$ cat src/rtl/audio_clkgen_pkg.sv
package audio_clkgen_pkg;
    typedef enum logic [1:0] {
        ST_IDLE  = 2'd0,
        ST_RUN   = 2'd1,
        ST_FREE  = 2'd2,
        ST_DRAIN = 2'd3
    } clk_state_t;
endpackage

$ cat src/rtl/audio_bclk_div.sv
module audio_bclk_div #(
    parameter int DIV_W = 4
) (
    input  logic             clk,
    input  logic             rst_n,
    input  logic             run,
    input  logic [DIV_W-1:0] div,
    output logic             phase,
    output logic             bit_tick
);
    logic [DIV_W-1:0] cnt_q;
    logic             phase_q;
    logic             half_tick;

    assign half_tick = run && (cnt_q >= div);
    assign bit_tick  = half_tick && phase_q;
    assign phase     = phase_q;

    always_ff @(posedge clk) begin
        if (!rst_n || !run) begin
            cnt_q   <= '0;
            phase_q <= 1'b0;
        end else if (half_tick) begin
            cnt_q   <= '0;
            phase_q <= ~phase_q;
        end else begin
            cnt_q   <= cnt_q + 1'b1;
        end
    end

    // the half-bit level changes only on a divider wrap
    assert_phase_hold_R3: assert property (@(posedge clk) disable iff (!rst_n)
        (run && !half_tick) |=> $stable(phase_q));
endmodule

$ cat src/rtl/audio_frame_ctr.sv
module audio_frame_ctr #(
    parameter int FRAME_BITS = 32
) (
    input  logic clk,
    input  logic rst_n,
    input  logic run,
    input  logic bit_tick,
    output logic fsync,
    output logic frame_end
);
    localparam int CW = (FRAME_BITS > 1) ? $clog2(FRAME_BITS) : 1;
    localparam logic [CW-1:0] LAST_BIT = CW'(FRAME_BITS - 1);
    localparam bit POW2 = (FRAME_BITS == (1 << CW));

    logic [CW-1:0] bit_q;

    assign frame_end = bit_tick && (bit_q == LAST_BIT);
    assign fsync     = run && (bit_q == '0);

    generate
        if (POW2) begin : g_wrap
            always_ff @(posedge clk) begin
                if (!rst_n || !run) bit_q <= '0;
                else if (bit_tick)  bit_q <= bit_q + 1'b1;
            end
        end else begin : g_cmp
            always_ff @(posedge clk) begin
                if (!rst_n || !run)  bit_q <= '0;
                else if (frame_end)  bit_q <= '0;
                else if (bit_tick)   bit_q <= bit_q + 1'b1;
            end
        end
    endgenerate

    // the bit index never leaves the frame
    assert_bit_range_R4: assert property (@(posedge clk) disable iff (!rst_n)
        bit_q <= LAST_BIT);
endmodule

$ cat src/rtl/audio_clk_fsm.sv
module audio_clk_fsm
    import audio_clkgen_pkg::*;
(
    input  logic clk,
    input  logic rst_n,
    input  logic tx_en,
    input  logic stop_cfg,
    input  logic frame_end,
    output logic running
);
    clk_state_t state_q, state_d;

    always_ff @(posedge clk) begin
        if (!rst_n) state_q <= ST_IDLE;
        else        state_q <= state_d;
    end

    always_comb begin
        state_d = state_q;
        unique case (state_q)
            ST_IDLE:  if (tx_en) state_d = ST_RUN;
            ST_RUN, ST_FREE, ST_DRAIN: begin
                if (tx_en)          state_d = ST_RUN;
                else if (!stop_cfg) state_d = ST_FREE;
                else if (frame_end) state_d = ST_IDLE;
                else                state_d = ST_DRAIN;
            end
            default:  state_d = ST_IDLE;
        endcase
    end

    always_comb begin
        running = (state_q != ST_IDLE);
    end

    // enable in idle starts the clocks on the next edge
    assert_start_R2: assert property (@(posedge clk) disable iff (!rst_n)
        (!running && tx_en) |=> running);
    // policy 0 never lets the clocks stop
    assert_run_on_R5: assert property (@(posedge clk) disable iff (!rst_n)
        (running && !stop_cfg) |=> running);
    // clocks only stop right after a frame boundary
    assert_stop_at_boundary_R6: assert property (@(posedge clk) disable iff (!rst_n)
        $fell(running) |-> $past(frame_end));
endmodule

$ cat src/rtl/audio_os_clk.sv
module audio_os_clk (
    input  logic clk,
    input  logic rst_n,
    input  logic permit,
    output logic os_clk
);
    logic os_q;

    always_ff @(posedge clk) begin
        if (!rst_n || !permit) os_q <= 1'b0;
        else                   os_q <= ~os_q;
    end

    assign os_clk = os_q;
endmodule

$ cat src/rtl/audio_clkgen.sv
module audio_clkgen #(
    parameter int DIV_W   = 4,
    parameter int SLOTS   = 2,
    parameter int WORDLEN = 16
) (
    input  logic             clk,
    input  logic             rst_n,
    input  logic             tx_en,
    input  logic             stop_wr,
    input  logic             stop_val,
    input  logic             idle_high,
    input  logic [DIV_W-1:0] div,
    input  logic             os_en,
    input  logic             master_mode,
    input  logic             sync_mode,
    input  logic             int_clk,
    output logic             bclk,
    output logic             fsync,
    output logic             mclk_out,
    output logic             clk_running,
    output logic             stop_policy
);
    localparam int FRAME_BITS = SLOTS * WORDLEN;

    logic policy_q;
    logic running;
    logic phase;
    logic bit_tick;
    logic frame_end;
    logic os_permit;

    always_ff @(posedge clk) begin
        if (!rst_n)                 policy_q <= 1'b0;
        else if (stop_wr && !tx_en) policy_q <= stop_val;
    end

    audio_bclk_div #(.DIV_W(DIV_W)) u_div (
        .clk      (clk),
        .rst_n    (rst_n),
        .run      (running),
        .div      (div),
        .phase    (phase),
        .bit_tick (bit_tick)
    );

    audio_frame_ctr #(.FRAME_BITS(FRAME_BITS)) u_frame (
        .clk       (clk),
        .rst_n     (rst_n),
        .run       (running),
        .bit_tick  (bit_tick),
        .fsync     (fsync),
        .frame_end (frame_end)
    );

    audio_clk_fsm u_fsm (
        .clk       (clk),
        .rst_n     (rst_n),
        .tx_en     (tx_en),
        .stop_cfg  (policy_q),
        .frame_end (frame_end),
        .running   (running)
    );

    assign os_permit = os_en && master_mode && sync_mode && int_clk;

    audio_os_clk u_os (
        .clk    (clk),
        .rst_n  (rst_n),
        .permit (os_permit),
        .os_clk (mclk_out)
    );

    assign bclk        = idle_high ^ (running && phase);
    assign clk_running = running;
    assign stop_policy = policy_q;

    // policy is frozen while the port is enabled
    assert_policy_hold_R8: assert property (@(posedge clk) disable iff (!rst_n)
        tx_en |=> $stable(stop_policy));
    // a stopped bit clock rests at the idle level
    assert_idle_level_R9: assert property (@(posedge clk) disable iff (!rst_n)
        !clk_running |-> (bclk == idle_high));
    // no frame-sync while stopped
    assert_fsync_running_R4: assert property (@(posedge clk) disable iff (!rst_n)
        fsync |-> clk_running);
    // a missing permission silences the oversampling clock
    assert_os_low_R10: assert property (@(posedge clk) disable iff (!rst_n)
        !(os_en && master_mode && sync_mode && int_clk) |=> !mclk_out);
endmodule

$ cat config.mk
export PLATFORM = sky130hd
export DESIGN_NAME = audio_clkgen
export DESIGN_NICKNAME = d
export VERILOG_FILES = /design/src/rtl/audio_clkgen_pkg.sv /design/src/rtl/audio_bclk_div.sv /design/src/rtl/audio_frame_ctr.sv /design/src/rtl/audio_clk_fsm.sv /design/src/rtl/audio_os_clk.sv /design/src/rtl/audio_clkgen.sv
export SDC_FILE = /design/constraint.sdc
export NUM_CORES = 1
export LEC_CHECK = 0
export ABC_AREA = 1
export BUFFER_PORTS_ARGS = -buffer_cell sky130_fd_sc_hd__buf_2
export CAP_MARGIN = 5
export CORE_MARGIN = 2
export CORE_UTILIZATION = 45
export DETAILED_ROUTE_END_ITERATION = 10
export PLACE_DENSITY = 0.72
export SKIP_LAST_GASP = 1
export SLEW_MARGIN = 40
export SYNTH_ARGS = -nofsm -noshare
export SYNTH_HDL_FRONTEND = slang
export SYNTH_HIERARCHICAL = 1
export SYNTH_SLANG_ARGS = --single-unit
export TNS_END_PERCENT = 10
$ cat constraint.sdc
create_clock -name clk -period 1.4 [get_ports clk]
set_input_delay 0.07 -clock clk [delete_from_list [all_inputs] [get_ports clk]]
set_output_delay 0.07 -clock clk [all_outputs]
set_load 0.03 [all_outputs]
Yosys cells after proc, flatten, opt, wreduce, memory -nomap -nowiden:

Cells that the tools add are included.

* $add $sub $neg: 2
* $lt $le $gt $ge: 1
* equality and inequality tests: 5
* mux-type cells: 5
* bitwise gates (word level): 3
* reductions and logical operators: 20

Operators with widths (number)
* logical AND 1 bit: 9
* 2-to-1 mux 2 bit: 4
* adder 5 x 1 -> 5 bit (second input constant): 1
* equality test 5 bit (second input constant): 1
* zero test 5 bit: 1
* adder 4 x 1 -> 4 bit (second input constant): 1
* equality test 2 bit (second input constant): 2
* >= comparator 4 bit: 1
* zero test 1 bit: 4
* case mux 2 bit (2 select lines): 1
* OR reduction 3 bit: 1
* equality test 2 x 1 -> 1 bit (second input constant): 1
* zero test 2 bit: 1
* logical OR 1 bit: 2
* != test 2 bit (second input constant): 1
* NOT 1 bit: 2
* nonzero test 2 bit: 1
* OR reduction 2 bit: 1
* XOR 1 bit: 1

* flip-flop bits (word level): 14
* word-level logic and storage cells: 42

Longest topological paths before layout:

* word-level depth: 8
* gate-level depth with buffers: 14
* depth with buffers taken out: 14

Cells and area by module:

Netlist, hierarchy kept.

By module, submodules not included
* audio_bclk_div: instances 1, cells each 42, area an instance 315.3 µm²
* audio_frame_ctr: instances 1, cells each 38, area an instance 265.3 µm²
* audio_clk_fsm: instances 1, cells each 13, area an instance 93.8 µm²
* audio_clkgen: instances 1, cells each 12, area an instance 73.8 µm²
* audio_os_clk: instances 1, cells each 3, area an instance 30.0 µm²

Least setup slack after synthesis:

OpenSTA, ideal clock, no wires.

* kind: register -> register
* start point: reg u_div.cnt_q[0]
* end point: reg u_frame.bit_q[3]
* arrival: 1.346 ns
* required time: 1.287 ns
* slack: -0.059 ns
* cell stages (with the launch flop): 12
* clock period less this slack: 1.459 ns
* path through: dfxtp_1 > inv_1 > ha_1 > nand4_1 > nand3_2 > nand2_2 > inv_1 > nand2_2 > nor2_2 > nand2_1 > nand2_1 > nor2_1

* word-level cells in the longest chain between the ends: 3

Ends and longest elaborated chain
* start: declaration: RTL line audio_bclk_div.sv:11 `logic [DIV_W-1:0] cnt_q;`
* start signal: assignment: RTL line audio_bclk_div.sv:27 `cnt_q <= cnt_q + 1'b1;`
* >= comparator 4 bit: RTL line audio_bclk_div.sv:15 `assign half_tick = run && (cnt_q >= div);`
* logical AND 1 bit: RTL line audio_bclk_div.sv:15
* logical AND 1 bit: RTL line audio_bclk_div.sv:16 `assign bit_tick = half_tick && phase_q;`
* named net bit_tick: RTL line audio_clkgen.sv:28 `logic bit_tick;`
* end signal: assignment: RTL line audio_frame_ctr.sv:24 `else if (bit_tick) bit_q <= bit_q + 1'b1;`
* end: declaration: RTL line audio_frame_ctr.sv:15 `logic [CW-1:0] bit_q;`

The timed path passes the listed nets, and every way through them passes these cells.
A chain may end at the register's enable or synchronous reset.

Final worst setup path:

* start point: reg u_div.cnt_q[3]
* end point: reg u_frame.bit_q[3]

Same word-level chain as after synthesis.

==> metrics.yaml <==
outcome: "complete, but fails checks"
violations: "negative setup slack"
cpPeakStageDelay_ns: 0.35
die_area_um2: 2080
grt_overflow_total: 0
cp_max_fo: 6
numClockSinks: 14
start_util_pct: 46.6
layout_common_cells: "22 x nand2_1, 19 x inv_1, 18 x buf_2, 11 x nor2_1, 10 x dfxtp_1"
routedWlPerCell_um: 10.0
fin_ws_ns: -0.0366
r2r_end: "u_frame/bit_q[3]"
fillers: 155
syn2layout_area_growth_pct: 34.6
clkTransAtPathRegs_ns: 0.08
reg2regPathDepth: 10
ys_warn_count: 6
grt_pass1_vias: 684
pre_cts_ws_ns: -0.0915
routabilityCongestion: 0.790
clock_path_buffers: 2
core_area_um2: 1670
io_pins: 19
required_ns: 1.57
cts_hold_buf: 0
synth-seq-cells: 14
clk_latency_ns: 0.27
row_count: 15
cts.htree.levels: 1
worst_path_most_repeated_cell: "nand2_1"
crit_type: "register to register"
avgSynthCellArea_um2: 7.21
tightest_slew_ns: 0.179
synthCells: 108
holdPathStages: 3
worstHoldEndpoint: "u_fsm/state_q[0]"
drtIter0Drc: 5
gr-usage-all-layers_pct: 17.0
cts_root_buf: "clkbuf_4"
max_slew_margin_pct: 88.0
setup_tns_ns: -0.0492
cpMaxStageDelayCell: "dfxtp_2"
n_antenna_cell: 0
synth_cell_types: 17
timing.max_cap.violations: 0
drt_wl_total_um: 1540
cts_buffers: 3
nets: 161
slew_violations: 0
drive_gt1_share_pct: 39.4
min_from: "tx_en"
portBuffers: 18
setup_violations: 2
syn-num-nets: 130
max_freq_mhz: 696
power_density_nw_per_um2: 736
regArea_um2: 285
rsz0062_at_grt: "true"
place_hpwl_um: 1180
antenna_found_initial: 0
ant_nets: 0
p_leak_nw: 0.536
fin_skew_ns: 0.00274
dieWidth_um: 45.6
timing.final.crit_share_pct: 103
hold_class: "input port to register"
irDropWorstVdd_uv: 447
grt_start_max_net_pins: 8
via_per_inst: 4.86
cts_tree: "built"
critPathLaunchType: "register"
end_kind: "register"
route.detailed.drc: 0
crit_path_start: "u_div/cnt_q[3]"
worst_ep_arrival_time_ns: 1.61
die_h_um: 45.6
hold_viol_final: 0
regToRegSetupSlack_ns: -0.04
grt_first_pass_wirelength_um: 2550
first_pass_iters: 4
crit_chain: "ha_4 -> nand4_1 -> nand3_2 -> nand2_2 -> inv_4 -> nand2_4 -> nor2_4 -> nand2_1 -> nand2_1 -> nor2_1"
r2r-start: "u_div/cnt_q[3]"
syn-cell-area_um2: 778
power_mw: 0.771
multi_input_area_um2: 483
final_common_cell: "nand2_1"
period_minus_slack_ns: 1.44
seq_area_frac_synth_pct: 36.0
via_count: 749
flip-flops by register name (all words and copies together) (netlist names):
| name | count |
|---|---|
| u_os/os_clk | 1 |
| stop_policy | 1 |
| u_div/cnt_q | 4 |
| u_fsm/state_q | 2 |
| u_frame/bit_q | 5 |
| u_div/phase | 1 |
Yosys cell counts:
library cell | instances | area share, %
nor2_2 | 4 | 3.2
nand2_2 | 4 | 3.2
dfxtp_1 | 14 | 36
xor2_1 | 1 | 1.1
a21o_1 | 1 | 0.96
nor3_1 | 1 | 0.64
a21oi_2 | 1 | 1.1
ha_1 | 8 | 13
nand3_1 | 4 | 2.6
nand2_1 | 24 | 12
o21ai_0 | 1 | 0.64
inv_1 | 22 | 11
a21oi_1 | 5 | 3.2
nor2_1 | 12 | 5.8
nand3_2 | 2 | 2.6
nand4_1 | 2 | 1.6
xnor2_1 | 2 | 2.3
metal layers:
layer	wire length (µm)	track usage, %	share of wire [%]	vias to the layer above
li1	-	-	-	391
met1	673	19.4	44	339
met2	786	30.1	51	17
met3	71	2.38	4.6	2
met4	12	8.82	0.78	0
met5	0	0	0	-
through the flow:
step	area [µm²]	utilization [%]	hold WS (ns)	cells
after floorplan	778	-	0.176	108
after global placement	927	55.5	0.303	148
after detailed placement	927	55.5	0.317	148
after CTS	1010	60.4	0.0249	153
after global routing	1050	62.7	0.0435	154
final	1050	62.7	0.0294	154
timing repair:
item / CTS / global route
setup buffers: 2 / 1
pin swaps: 4 / 4
resized for setup: 8 / 9
endpoints found under the setup margin: 5 / 9
worst max-delay path by stage:
stage,to,slack (ns),cells after the start
2_1_floorplan,u_frame/bit_q[3],0.008,11
3_3_place_gp,u_frame/bit_q[3],-0.05,12
3_5_place_dp,u_frame/bit_q[3],-0.09,12
4_1_cts,u_frame/bit_q[3],-0.03,11
5_1_grt,u_frame/bit_q[3],-0.13,11
6_report,u_frame/bit_q[3],-0.04,10
critical path: cells and delay by family, from the launching register on:
kind	cells	cell delay [ns]
adders and majority gates	1	0.27
buffers and inverters	1	0.09
DFF	1	0.35
and+or+nand+nor	8	0.62
cell families after synthesis:
logic type / after synthesis / synth area share (%)
and+or+nand+nor: 53 / 31.2
buffers and inverters: 22 / 10.6
DFF: 14 / 36.0
AOI/OAI and AO/OA: 8 / 5.95
adders and majority gates: 8 / 12.9
xor gates and xnor gates: 3 / 3.38
final cells by class:
cell class | count | area share [%]
Clock buffer | 3 | 2.15
Inverter | 22 | 8.12
Multi-Input combinational cell | 72 | 46.1
Sequential cell | 14 | 27.2
Tap cell | 17 | 2.03
Timing Repair Buffer | 26 | 14.3
report_power, final:
part	switching [mW]	leakage (nW)	internal, mW
logic	0.0810	0.406	0.0601
clock network	0.118	0.0138	0.0995
registers	0.00539	0.116	0.407
(Power assumes the default switching activity.)
